`src/rtl/ata_irq_pkg.sv`:
```
// Shared types for the ATA interrupt request controller.
// Assumes a 3-bit register code on the host side.
package ata_irq_pkg;

    localparam int unsigned REG_CODE_W = 3;

    typedef enum logic [REG_CODE_W-1:0] {
        REG_STATUS  = 3'd0,
        REG_ALTSTAT = 3'd1,
        REG_DEVSEL  = 3'd2,
        REG_DEVCTL  = 3'd3,
        REG_COMMAND = 3'd4
    } reg_code_e;

    // Host actions decoded from one strobe cycle.
    typedef struct packed {
        logic ack;       // acknowledge: status read or command write
        logic ctl_wr;    // device control written
        logic ctl_mask;  // interrupt-disable bit value written
        logic sel_wr;    // device select written
        logic sel_dev;   // device number written
    } host_act_t;

    // Engine events reduced to their effect class.
    typedef struct packed {
        logic clr;       // diagnostics start: drop pending and line
        logic set_any;   // set pending regardless of enable
        logic set_en;    // set pending only when enabled
    } eng_evt_t;

endpackage

```
`src/rtl/ata_irq_decode.sv`:
```
// Host strobe decoder: turns a read or write strobe and its register code
// into the actions the interrupt state cares about.
// Assumes at most one register code per cycle and one-cycle strobes.
module ata_irq_decode
    import ata_irq_pkg::*;
#(
    parameter int unsigned DATA_W   = 8,
    parameter int unsigned NIEN_BIT = 1,
    parameter int unsigned DEV_BIT  = 4
) (
    input  logic                  rd,
    input  logic                  wr,
    input  logic [REG_CODE_W-1:0] addr,
    input  logic [DATA_W-1:0]     wdata,
    output host_act_t             act
);

    // Decode strobe and code into host actions.
    always_comb begin
        act          = '0;
        act.ack      = (rd && addr == REG_STATUS) || (wr && addr == REG_COMMAND);
        act.ctl_wr   = wr && addr == REG_DEVCTL;
        act.ctl_mask = wdata[NIEN_BIT];
        act.sel_wr   = wr && addr == REG_DEVSEL;
        act.sel_dev  = wdata[DEV_BIT];
    end

endmodule

```
`src/rtl/ata_irq_events.sv`:
```
// Engine event classifier: groups completion pulses by how they affect
// the pending flag. Assumes each event input is a one-cycle pulse.
module ata_irq_events
    import ata_irq_pkg::*;
(
    input  logic     done_nodata,
    input  logic     done_dma,
    input  logic     pio_ready,
    input  logic     pio_want_irq,
    input  logic     diag_start,
    input  logic     diag_done,
    input  logic     diag_want_irq,
    output eng_evt_t evt
);

    // Classify events; reset-time diagnostics with no want flag record nothing.
    always_comb begin
        evt.clr     = diag_start;
        evt.set_any = done_nodata || done_dma || (diag_done && diag_want_irq);
        evt.set_en  = pio_ready && pio_want_irq;
    end

endmodule

```
`src/rtl/ata_irq_state.sv`:
```
// Interrupt state: pending flag, enable, selected device and the registered
// request line. Host actions are applied first; engine events then override,
// so an event in the same cycle as an acknowledge is never lost.
module ata_irq_state
    import ata_irq_pkg::*;
(
    input  logic      clk,
    input  logic      rst_n,
    input  host_act_t act,
    input  eng_evt_t  evt,
    output logic      pend_q,
    output logic      en_q,
    output logic      dev_q,
    output logic      intrq_q
);

    logic pend_d, en_d, dev_d, intrq_d;

    // Next-state rules: acknowledge, mask/unmask, device select, then events.
    always_comb begin
        pend_d  = pend_q;
        en_d    = en_q;
        dev_d   = dev_q;
        intrq_d = intrq_q;

        if (act.ack || evt.clr) begin
            pend_d  = 1'b0;
            intrq_d = 1'b0;
        end

        if (act.ctl_wr) begin
            if (act.ctl_mask) begin
                intrq_d = 1'b0;
                en_d    = 1'b0;
            end else begin
                if (!en_q && !dev_q && pend_d) begin
                    intrq_d = 1'b1;
                end
                en_d = 1'b1;
            end
        end

        if (act.sel_wr) begin
            if (!dev_q && act.sel_dev) begin
                intrq_d = 1'b0;
            end else if (dev_q && !act.sel_dev && en_d && pend_d) begin
                intrq_d = 1'b1;
            end
            dev_d = act.sel_dev;
        end

        if (evt.set_any) begin
            pend_d = 1'b1;
            if (en_d) begin
                intrq_d = 1'b1;
            end
        end

        if (evt.set_en && en_d) begin
            pend_d  = 1'b1;
            intrq_d = 1'b1;
        end
    end

    // State registers with synchronous reset to enabled, device 0, idle.
    always_ff @(posedge clk) begin
        if (!rst_n) begin
            pend_q  <= 1'b0;
            en_q    <= 1'b1;
            dev_q   <= 1'b0;
            intrq_q <= 1'b0;
        end else begin
            pend_q  <= pend_d;
            en_q    <= en_d;
            dev_q   <= dev_d;
            intrq_q <= intrq_d;
        end
    end

endmodule

```
`src/rtl/ata_irq_pending.sv`:
```
// Top of the ATA interrupt request controller. Wires the host decoder and
// the event classifier into the state block; the line is a register output.
// Assumes one-cycle strobes and pulses, synchronous to clk.
module ata_irq_pending
    import ata_irq_pkg::*;
#(
    parameter int unsigned DATA_W   = 8,
    parameter int unsigned NIEN_BIT = 1,
    parameter int unsigned DEV_BIT  = 4
) (
    input  logic                  clk,
    input  logic                  rst_n,
    input  logic                  reg_rd,
    input  logic                  reg_wr,
    input  logic [REG_CODE_W-1:0] reg_addr,
    input  logic [DATA_W-1:0]     reg_wdata,
    input  logic                  done_nodata,
    input  logic                  done_dma,
    input  logic                  pio_ready,
    input  logic                  pio_want_irq,
    input  logic                  diag_start,
    input  logic                  diag_done,
    input  logic                  diag_want_irq,
    output logic                  intrq
);

    host_act_t host_act;
    eng_evt_t  eng_evt;
    logic      pend_q, en_q, dev_q, intrq_q;

    ata_irq_decode #(
        .DATA_W  (DATA_W),
        .NIEN_BIT(NIEN_BIT),
        .DEV_BIT (DEV_BIT)
    ) u_decode (
        .rd   (reg_rd),
        .wr   (reg_wr),
        .addr (reg_addr),
        .wdata(reg_wdata),
        .act  (host_act)
    );

    ata_irq_events u_events (
        .done_nodata  (done_nodata),
        .done_dma     (done_dma),
        .pio_ready    (pio_ready),
        .pio_want_irq (pio_want_irq),
        .diag_start   (diag_start),
        .diag_done    (diag_done),
        .diag_want_irq(diag_want_irq),
        .evt          (eng_evt)
    );

    ata_irq_state u_state (
        .clk    (clk),
        .rst_n  (rst_n),
        .act    (host_act),
        .evt    (eng_evt),
        .pend_q (pend_q),
        .en_q   (en_q),
        .dev_q  (dev_q),
        .intrq_q(intrq_q)
    );

    assign intrq = intrq_q;

endmodule

```
`config.mk`:
```
export PLATFORM = sky130hd
export DESIGN_NAME = ata_irq_pending
export DESIGN_NICKNAME = d
export VERILOG_FILES = /design/src/rtl/ata_irq_pkg.sv /design/src/rtl/ata_irq_decode.sv /design/src/rtl/ata_irq_events.sv /design/src/rtl/ata_irq_state.sv /design/src/rtl/ata_irq_pending.sv
export SDC_FILE = /design/constraint.sdc
export NUM_CORES = 1
export LEC_CHECK = 0
export ABC_AREA = 0
export BUFFER_PORTS_ARGS = -buffer_cell sky130_fd_sc_hd__buf_2
export CORE_AREA = 3 3 40 42
export CTS_BUF_LIST = sky130_fd_sc_hd__clkbuf_4
export CTS_CLUSTER_DIAMETER = 100
export CTS_CLUSTER_SIZE = 10
export DETAILED_ROUTE_END_ITERATION = 12
export DIE_AREA = 0 0 43 45
export PLACE_DENSITY_LB_ADDON = 0.25
export SLEW_MARGIN = 30
export SYNTH_ARGS = -nofsm -noshare
export SYNTH_HDL_FRONTEND = slang
export SYNTH_SLANG_ARGS = --single-unit
export TNS_END_PERCENT = 30
```
`constraint.sdc`:
```
create_clock -name clk -period 2.1 [get_ports clk]
set_input_delay 0.105 -clock clk [delete_from_list [all_inputs] [get_ports clk]]
set_output_delay 0.105 -clock clk [all_outputs]
set_load 0.02 [all_outputs]
```
==> results.cfg, run 1 <==
[setup_path]
r2r_cells = 4
cpPeakStageDelay_ns = 0.32
criticalPathCategory = flip-flop to flip-flop
required_ns = 2.21
worstSetupEndpointType = flip-flop
slowest_stage = dfxtp_1
path_max_fanout = 4
crit_chain = nor3b_1 > a21oi_1 > o311ai_1 > o22ai_1
startpoint_type = flip-flop
crit_arrival_ns = 1.16

[place]
numPortBuffers = 16
pre_cts_slack_ns = 1.054
gp_congestion = 0.6482
hpwlAfterDp_um = 503.6

[hold_path]
hold_depth = 2
worst_hold_path_type = primary input to flip-flop

[drt]
dr_total_vias = 307
highest_layer = met3
drc = 0
vias_per_cell = 4.723
drt_iter0_markers = 11
wl_um = 617
detail-route-antenna-nets = 0
route.met2.wl_um = 255
wl_met1_um = 270
drtPass1Iterations = 4
wl_met3_um = 91
post_drt_wl_per_cell_um = 9.492

[synthesis]
synth.distinct_cells = 22
synth-xor-area-share = 0
syn_avg_cell_area_um2 = 8.274
synth_top_family_by_area = simple AND/OR/NAND/NOR gates
ys_warn_count = 0
ys_seq_elements = 4
netlist_area_um2 = 256.5
synth-simple-area-share = 0.3220
syn-num-nets = 53
syn_inst = 31
ys_seq_area_frac = 0.3122
synth_top_area_cell = dfxtp_1
synth_top_area_share = 0.3122
synthMuxAreaShare = 0.09756
synthAdderAreaFrac = 0
synth-compound-area-share = 0.2683
synth.area.top_cells = dfxtp_1 (31%), nand2_1 (7.3%), mux2_4 (5.9%)

[timing]
max_freq_mhz = 955.1
fin_hold_ws_ns = 0.09856
final.min_clock_period_ns = 1.047
relSlewSlack = 0.8270
setup_tns_ns = 0
rsz0062_at_grt = false
tightestPinTransition_ns = 0.2554
fin_crit_sh = 0.4986
fin_worst_skew_ns = 0.001766
hold_viol_final = 0
drv_slew = 0
setup_viol = 0
final_critical_path_setup_slack_ns = 1.053

[cts]
clkLatencyLatePin_ns = 0.23
tritoncts = done
holdBufCountCts = 0
cts_buffer_depth = 2
clock_sinks = 4
cts_setup_buffers = 0
post_cts_resized = 0
cts_inserted_buffers = 3
htreeDepth = 1
clkSlewWorstSetupHoldPaths_ns = 0.04
cts-root-buf = clkbuf_4

[grt]
grt_pass1_vias = 276
grt_max_degree = 8
track_usage = 0.07077
antenna_found_initial = 0
grt_pass1_wl_um = 979
overflow = 0

[layout]
fill_cells = 148
final_cell_mix = buf_2 (16), nand2_1 (5), dfxtp_1 (4), clkbuf_4 (3)
multi_input_area_um2 = 176.4
drive_gt1_frac = 0.4200
seq_area_um2 = 80.08
final_common_cell = buf_2
diodes = 0
utilization = 0.2941
syn_to_final_growth_pct = 47.32
nNetsFinal = 74

[floorplanning]
rows = 13
core_um2 = 1285
initial_core_util = 0.1996
die_w_um = 43
die_area_um2 = 1935
die_h_um = 45
num_io_pins = 23

[pwr]
ir_drop_v = 0.0001933
power_density_nw_per_um2 = 593.5
p_leak_nw = 0.1659

[status]
status = complete, no violations

[job]
drv_cap = 0
-- cells in the mapped netlist, drive strengths merged --
cell type	count
nand3	1
nor2b	1
nor3	1
and2	1
o311ai	1
mux2i	1
nand4b	1
a31oi	1
nand2b	1
nand4bb	1
a21oi	2
nor2	2
o211ai	1
nor3b	1
o21a	1
nand2	5
mux2	1
o21ai	2
o22ai	1
dfxtp	4
a211o	1
-- power by group --
part	switching, mW	internal [mW]	total (mW)
combinational	0.0218	0.0241	0.0459
sequential	0.00274	0.0818	0.0846
clock	0.0300	0.0638	0.0938
-- registers in the layout, summed over array words and instances, names as in the netlist --
| register | cells |
|---|---|
| u_state.dev_q | 1 |
| u_state.en_q | 1 |
| u_state.intrq_q | 1 |
| u_state.pend_q | 1 |
-- worst max-delay path: cells and delay by family (launching register included) --
kind | cells | cell delay (ns)
AO/OA/AOI/OAI | 3 | 0.42
flip-flops | 1 | 0.32
AND/OR/NAND/NOR | 1 | 0.20
-- metal layers --
layer  GRT usage  vias up
li1            -      156
met1     0.07229      131
met2      0.1078       20
met3     0.03984        0
met4     0.05422        0
met5           0        -
-- final timing paths --
kind                                    from  slack (ns)                         end
hold reg to reg    u_state.pend_q$_SDFF_PN0_        0.50   u_state.pend_q$_SDFF_PN0_
setup reg to reg  u_state.dev_q$_SDFFE_PN0P_        1.05  u_state.intrq_q$_SDFF_PN0_
hold / removal                         rst_n         0.1     u_state.en_q$_SDFF_PN1_
setup / recovery  u_state.dev_q$_SDFFE_PN0P_        1.05  u_state.intrq_q$_SDFF_PN0_
-- cells by family (layout without fill, tap and decap cells) --
kind of cell,Yosys count,count (layout)
and+or+nand+nor,15,15
buffers and inverters,0,19
AOI/OAI and AO/OA,10,10
DFF,4,4
muxes,2,2
-- per-stage QoR --
| stage | instance area, µm² | cells | total power [mW] |
|---|---|---|---|
| floorplan | 256.5 | 31 | 0.1081 |
| global placement | 355.3 | 62 | 0.1319 |
| detailed placement | 355.3 | 62 | 0.1320 |
| CTS | 377.9 | 65 | 0.2282 |
| global route | 377.9 | 65 | 0.2378 |
| finish | 377.9 | 65 | 0.2243 |
-- cell type report --
type | instances | share of cell area
clock buffers | 3 | 0.05960
multi-input cells | 27 | 0.4669
flip-flops and latches | 4 | 0.2119
well taps | 15 | 0.04967
repair buffers | 16 | 0.2119
Note: power is estimated with default switching activity, not from simulation.
==> inputs of run 2 (changes only) <==
--- a/config.mk
+++ b/config.mk
@@ -5,7 +5,7 @@
 export SDC_FILE = /design/constraint.sdc
 export NUM_CORES = 1
 export LEC_CHECK = 0
-export ABC_AREA = 0
+export ABC_AREA = 1
 export BUFFER_PORTS_ARGS = -buffer_cell sky130_fd_sc_hd__buf_2
 export CORE_AREA = 3 3 40 42
 export CTS_BUF_LIST = sky130_fd_sc_hd__clkbuf_4
==> constraint.sdc (replaced) <==
create_clock -name clk -period 0.9 [get_ports clk]
set_input_delay 0.045 -clock clk [delete_from_list [all_inputs] [get_ports clk]]
set_output_delay 0.045 -clock clk [all_outputs]
set_load 0.02 [all_outputs]
==> run 2 against run 1 <==
Compared with the run above:
- critical path depth is 2 higher
- global-route usage grew 1.2 points
- largest power group unchanged
- sequential share of layout area down 1.7 points
- first-iteration DRC count fell by 91%
- cell count increased by 34%
- critical endpoint unchanged
- clock power grew to 2.5 times the previous value
==> results.cfg, run 2 <==
[synthesis]
ys_seq_elements = 4
ys_seq_area_frac = 0.2700
synth.area.top_cells = dfxtp_1 (27%), nand2_1 (22%), inv_1 (14%)
ys_warn_count = 0
synth.distinct_cells = 12
syn_avg_cell_area_um2 = 5.595
synth_top_area_cell = dfxtp_1
synth_edf_count = 0
netlist_area_um2 = 296.5
syn-num-nets = 75
syn_inst = 53
synth_ff_type = dfxtp_1
yosysMostFrequentCell = nand2_1
synth_top_area_share = 0.2700
synth.top_cells.by_count = nand2_1 (17), inv_1 (11), nand3_1 (7)
async_reset_ff_frac = 0

[timing]
tightestPinTransition_ns = 0.1846
fin_hold_ws_ns = 0.0004198
setup_viol = 0
final_critical_path_setup_slack_ns = 0.05935
fin_crit_sh = 0.9341
rsz0062_at_grt = false
max_freq_mhz = 1190
fin_worst_skew_ns = 0.002370
drv_slew = 0
relSlewSlack = 0.8765
final.min_clock_period_ns = 0.8406
hold_viol_final = 0
setup_tns_ns = 0

[pwr]
power_density_nw_per_um2 = 1273
ir_drop_v = 0.0003548
p_leak_nw = 0.2563
power_mw = 0.5383

[drt]
drc = 0
drtPass1Iterations = 2
detail-route-antenna-nets = 0
dr_total_vias = 365
drt_iter0_markers = 1
post_drt_wl_per_cell_um = 8.172
wl_um = 711
vias_per_cell = 4.195

[grt]
grt_max_degree = 6
overflow = 0
grt_pass1_wl_um = 1173
track_usage = 0.08306
antenna_found_initial = 0
grt_pass1_vias = 347

[layout]
fin_area_um2 = 422.9
diodes = 0
syn_to_final_growth_pct = 42.62
instances_no_fill = 87
drive_gt1_frac = 0.3611
final_cell_mix = nand2_1 (16), buf_2 (16), inv_1 (10), nand3_1 (7), nor2_1 (5)
utilization = 0.3291
nNetsFinal = 96

[place]
gp_congestion = 0.7467
numPortBuffers = 16
place_area_um2 = 395.4
dp.cells = 84
hpwlAfterDp_um = 591
pre_cts_slack_ns = 0.02188

[setup_path]
worstSetupEndpointType = flip-flop
slowest_stage = dfxtp_2
cpPeakStageDelay_ns = 0.32
crit_chain = inv_2 > a21boi_1 > nand2_1 > nor2_1 > nor2_1 > nor2_1
required_ns = 1.08
startpoint_type = flip-flop
crit_arrival_ns = 1.02
crit_top_cell = nor2_1
criticalPathCategory = flip-flop to flip-flop
cp_top_family = flip-flops
cp.buffers_inverters = 1
path_max_fanout = 2

[job]
drv_cap = 0

[cts]
tritoncts = done
holdBufCountCts = 0
clock_sinks = 4
cts_buffer_depth = 2
htreeDepth = 1
clkSlewWorstSetupHoldPaths_ns = 0.04
cts-root-buf = clkbuf_4
clkLatencyLatePin_ns = 0.24
cts_inserted_buffers = 3

[floorplanning]
rows = 13
die_area_um2 = 1935
num_io_pins = 23
die_h_um = 45
die_w_um = 43
core_um2 = 1285
initial_core_util = 0.2308

[status]
status = complete, no violations

[hold_path]
worst_hold_path_type = primary input to flip-flop
run 2: logic make-up (layout without fill, tap and decap cells):
group / after synthesis / after routing / share of synthesized area
AO/OA/AOI/OAI: 2 / 2 / 0.05062
buffers and inverters: 12 / 31 / 0.1519
flip-flops: 4 / 4 / 0.2701
AND/OR/NAND/NOR: 35 / 35 / 0.5275
run 2: where the power goes:
| part | switching [mW] | internal, mW | total, mW | leakage [nW] |
|---|---|---|---|---|
| Clock | 0.0890 | 0.150 | 0.239 | 0.0138 |
| Combinational | 0.0564 | 0.0508 | 0.107 | 0.209 |
| Sequential | 0.00410 | 0.188 | 0.192 | 0.0331 |
| Total | 0.149 | 0.389 | 0.538 | 0.256 |
run 2: area by class of cell:
type | instances | area (µm²)
Clock buffer | 3 | 22.52
Tap cell | 15 | 18.77
Inverter | 12 | 45.04
Timing Repair Buffer | 16 | 80.08
Fill cell | 147 | 862.1
Sequential cell | 4 | 82.58
Multi-Input combinational cell | 37 | 173.9
run 2: path summary, 6_finish.rpt:
check / start / end / slack [ns] / depth (start not counted)
max: u_state.dev_q$_SDFFE_PN0P_ / u_state.intrq_q$_SDFF_PN0_ / 0.06 / 6
min reg2reg: u_state.dev_q$_SDFFE_PN0P_ / u_state.dev_q$_SDFFE_PN0P_ / 0.50 / 2
min: rst_n / u_state.en_q$_SDFF_PN1_ / 0.0004 / 2
max reg2reg: u_state.dev_q$_SDFFE_PN0P_ / u_state.intrq_q$_SDFF_PN0_ / 0.06 / 6
run 2: timing repair:
action                                  CTS  global route
endpoints found under the setup margin    0             1
buffers inserted                          0             0
gates resized for setup                   0             5
run 2: routing by layer:
| layer | vias to the layer above | GRT usage | wire [µm] |
|---|---|---|---|
| li1 | 199 | - | - |
| met1 | 151 | 0.07416 | 296 |
| met2 | 10 | 0.1527 | 328 |
| met3 | 5 | 0.02390 | 54 |
| met4 | 0 | 0.07229 | 31 |
| met5 | - | 0 | 0 |
==> inputs of run 3 (changes only) <==
--- a/config.mk
+++ b/config.mk
@@ -5,7 +5,6 @@
 export SDC_FILE = /design/constraint.sdc
 export NUM_CORES = 1
 export LEC_CHECK = 0
-export ABC_AREA = 1
 export BUFFER_PORTS_ARGS = -buffer_cell sky130_fd_sc_hd__buf_2
 export CORE_AREA = 3 3 40 42
 export CTS_BUF_LIST = sky130_fd_sc_hd__clkbuf_4
==> run 3 against run 2 <==
Compared with the run above:
- the run now ends with setup timing left
- critical endpoint unchanged
- largest power group unchanged
- sequential cell count unchanged
- largest cell class unchanged
- via count decreased by 15%
- global-route usage increased by 0.36 points
- total power decreased by 1.4%
==> results.cfg, run 3 (synthesis gave the netlist of run 1 again) <==
[cts]
cts-root-buf = clkbuf_4
cts_inserted_buffers = 3
holdBufCountCts = 0
tritoncts = done
clock_sinks = 4
cts_buffer_depth = 2
htreeDepth = 1
clkSlewWorstSetupHoldPaths_ns = 0.04
clkLatencyLatePin_ns = 0.23

[status]
violations = setup timing
status = finished, violations left

[layout]
final_common_cell = buf_2
drive_gt1_frac = 0.4808
utilization = 0.3106
diodes = 0
nNetsFinal = 76
final_cell_mix = buf_2 (16), nand2_1 (5), clkbuf_4 (3), dfxtp_1 (3)
syn_to_final_growth_pct = 55.61

[timing]
hold_viol_final = 0
fin_crit_sh = 1.104
relSlewSlack = 0.8445
rsz0062_at_grt = true
drv_slew = 0
setup_viol = 1
max_freq_mhz = 1007
fin_worst_skew_ns = 0.00009767
tightestPinTransition_ns = 0.2297
final.min_clock_period_ns = 0.9934
final_critical_path_setup_slack_ns = -0.09338

[floorplanning]
die_area_um2 = 1935
initial_core_util = 0.1996
rows = 13
die_w_um = 43
die_h_um = 45
num_io_pins = 23
core_um2 = 1285

[setup_path]
slowest_stage = dfxtp_2
worstSetupEndpointType = flip-flop
cp.buffers_inverters = 0
crit_arrival_ns = 1.10
startpoint_type = flip-flop
criticalPathCategory = flip-flop to flip-flop
cp_top_family = compound AO/OA/AOI/OAI gates
path_max_fanout = 3
required_ns = 1.01
crit_chain = nor3b_2 > a21oi_1 > o311ai_1 > o22ai_1
cpPeakStageDelay_ns = 0.32

[place]
gp_congestion = 0.6574
numPortBuffers = 16
hpwlAfterDp_um = 537
pre_cts_slack_ns = -0.09851

[job]
drv_cap = 0

[grt]
grt_max_degree = 8
overflow = 0
antenna_found_initial = 0
track_usage = 0.08667
grt_pass1_wl_um = 1173
grt_pass1_vias = 309

[drt]
post_drt_wl_per_cell_um = 9.701
vias_per_cell = 4.642
detail-route-antenna-nets = 0
dr_total_vias = 311
wl_um = 650
drt_iter0_markers = 8
drc = 0
drtPass1Iterations = 4

[pwr]
power_mw = 0.5308
ir_drop_v = 0.0004678
p_leak_nw = 0.1792
power_density_nw_per_um2 = 1330

[hold_path]
worst_hold_path_type = primary input to flip-flop
run 3: what timing repair did:
action	in CTS	in global routing
buffers inserted	0	0
resized for setup	1	0
endpoints found under the setup margin	1	1
run 3: report_power, final:
group          total, mW  internal [mW]  leakage, nW  switching (mW)
clock              0.219          0.149       0.0138          0.0698
sequential         0.198          0.191       0.0336         0.00670
combinational      0.114         0.0607        0.132          0.0535
run 3: worst reg2reg max path, cell delays in order, from the launching register on:
cell and delay (ns):
dfxtp_2 0.32, nor3b_2 0.17, a21oi_1 0.06, o311ai_1 0.23, o22ai_1 0.10
run 3: layout make-up:
class | count | area [µm²]
clock buffer | 3 | 22.52
fill | 152 | 885.9
multi-input combinational | 27 | 181.4
sequential | 4 | 81.33
tap | 15 | 18.77
timing repair buffer | 18 | 95.09
run 3: path summary, 6_finish.rpt:
check                             startpoint                         end  slack (ns)  depth (start not counted)
hold / removal                         rst_n     u_state.en_q$_SDFF_PN1_        0.04                          2
setup reg to reg  u_state.dev_q$_SDFFE_PN0P_  u_state.intrq_q$_SDFF_PN0_       -0.09                          4
setup / recovery  u_state.dev_q$_SDFFE_PN0P_  u_state.intrq_q$_SDFF_PN0_       -0.09                          4
hold reg to reg    u_state.pend_q$_SDFF_PN0_   u_state.pend_q$_SDFF_PN0_        0.51                          2
run 3: layer usage:
layer / track usage / part of all wire / vias up
met5: 0 / 0 / -
met4: 0.07229 / 0 / 0
met3: 0.03984 / 0.14 / 0
met2: 0.1257 / 0.41 / 18
met1: 0.09662 / 0.45 / 132
li1: - / - / 161
run 3: stage by stage:
stage               TNS (ns)  std cells  hold WS [ns]  cell area (µm²)
floorplan           -0.04938         31        0.1069            261.5
global placement    -0.08528         64        0.2690            375.4
detailed placement   -0.1036         64        0.2710            375.4
CTS                 -0.09321         67       0.02310            399.1
global route         -0.1784         67       0.04984            399.1
finish              -0.09338         67       0.03610            399.1
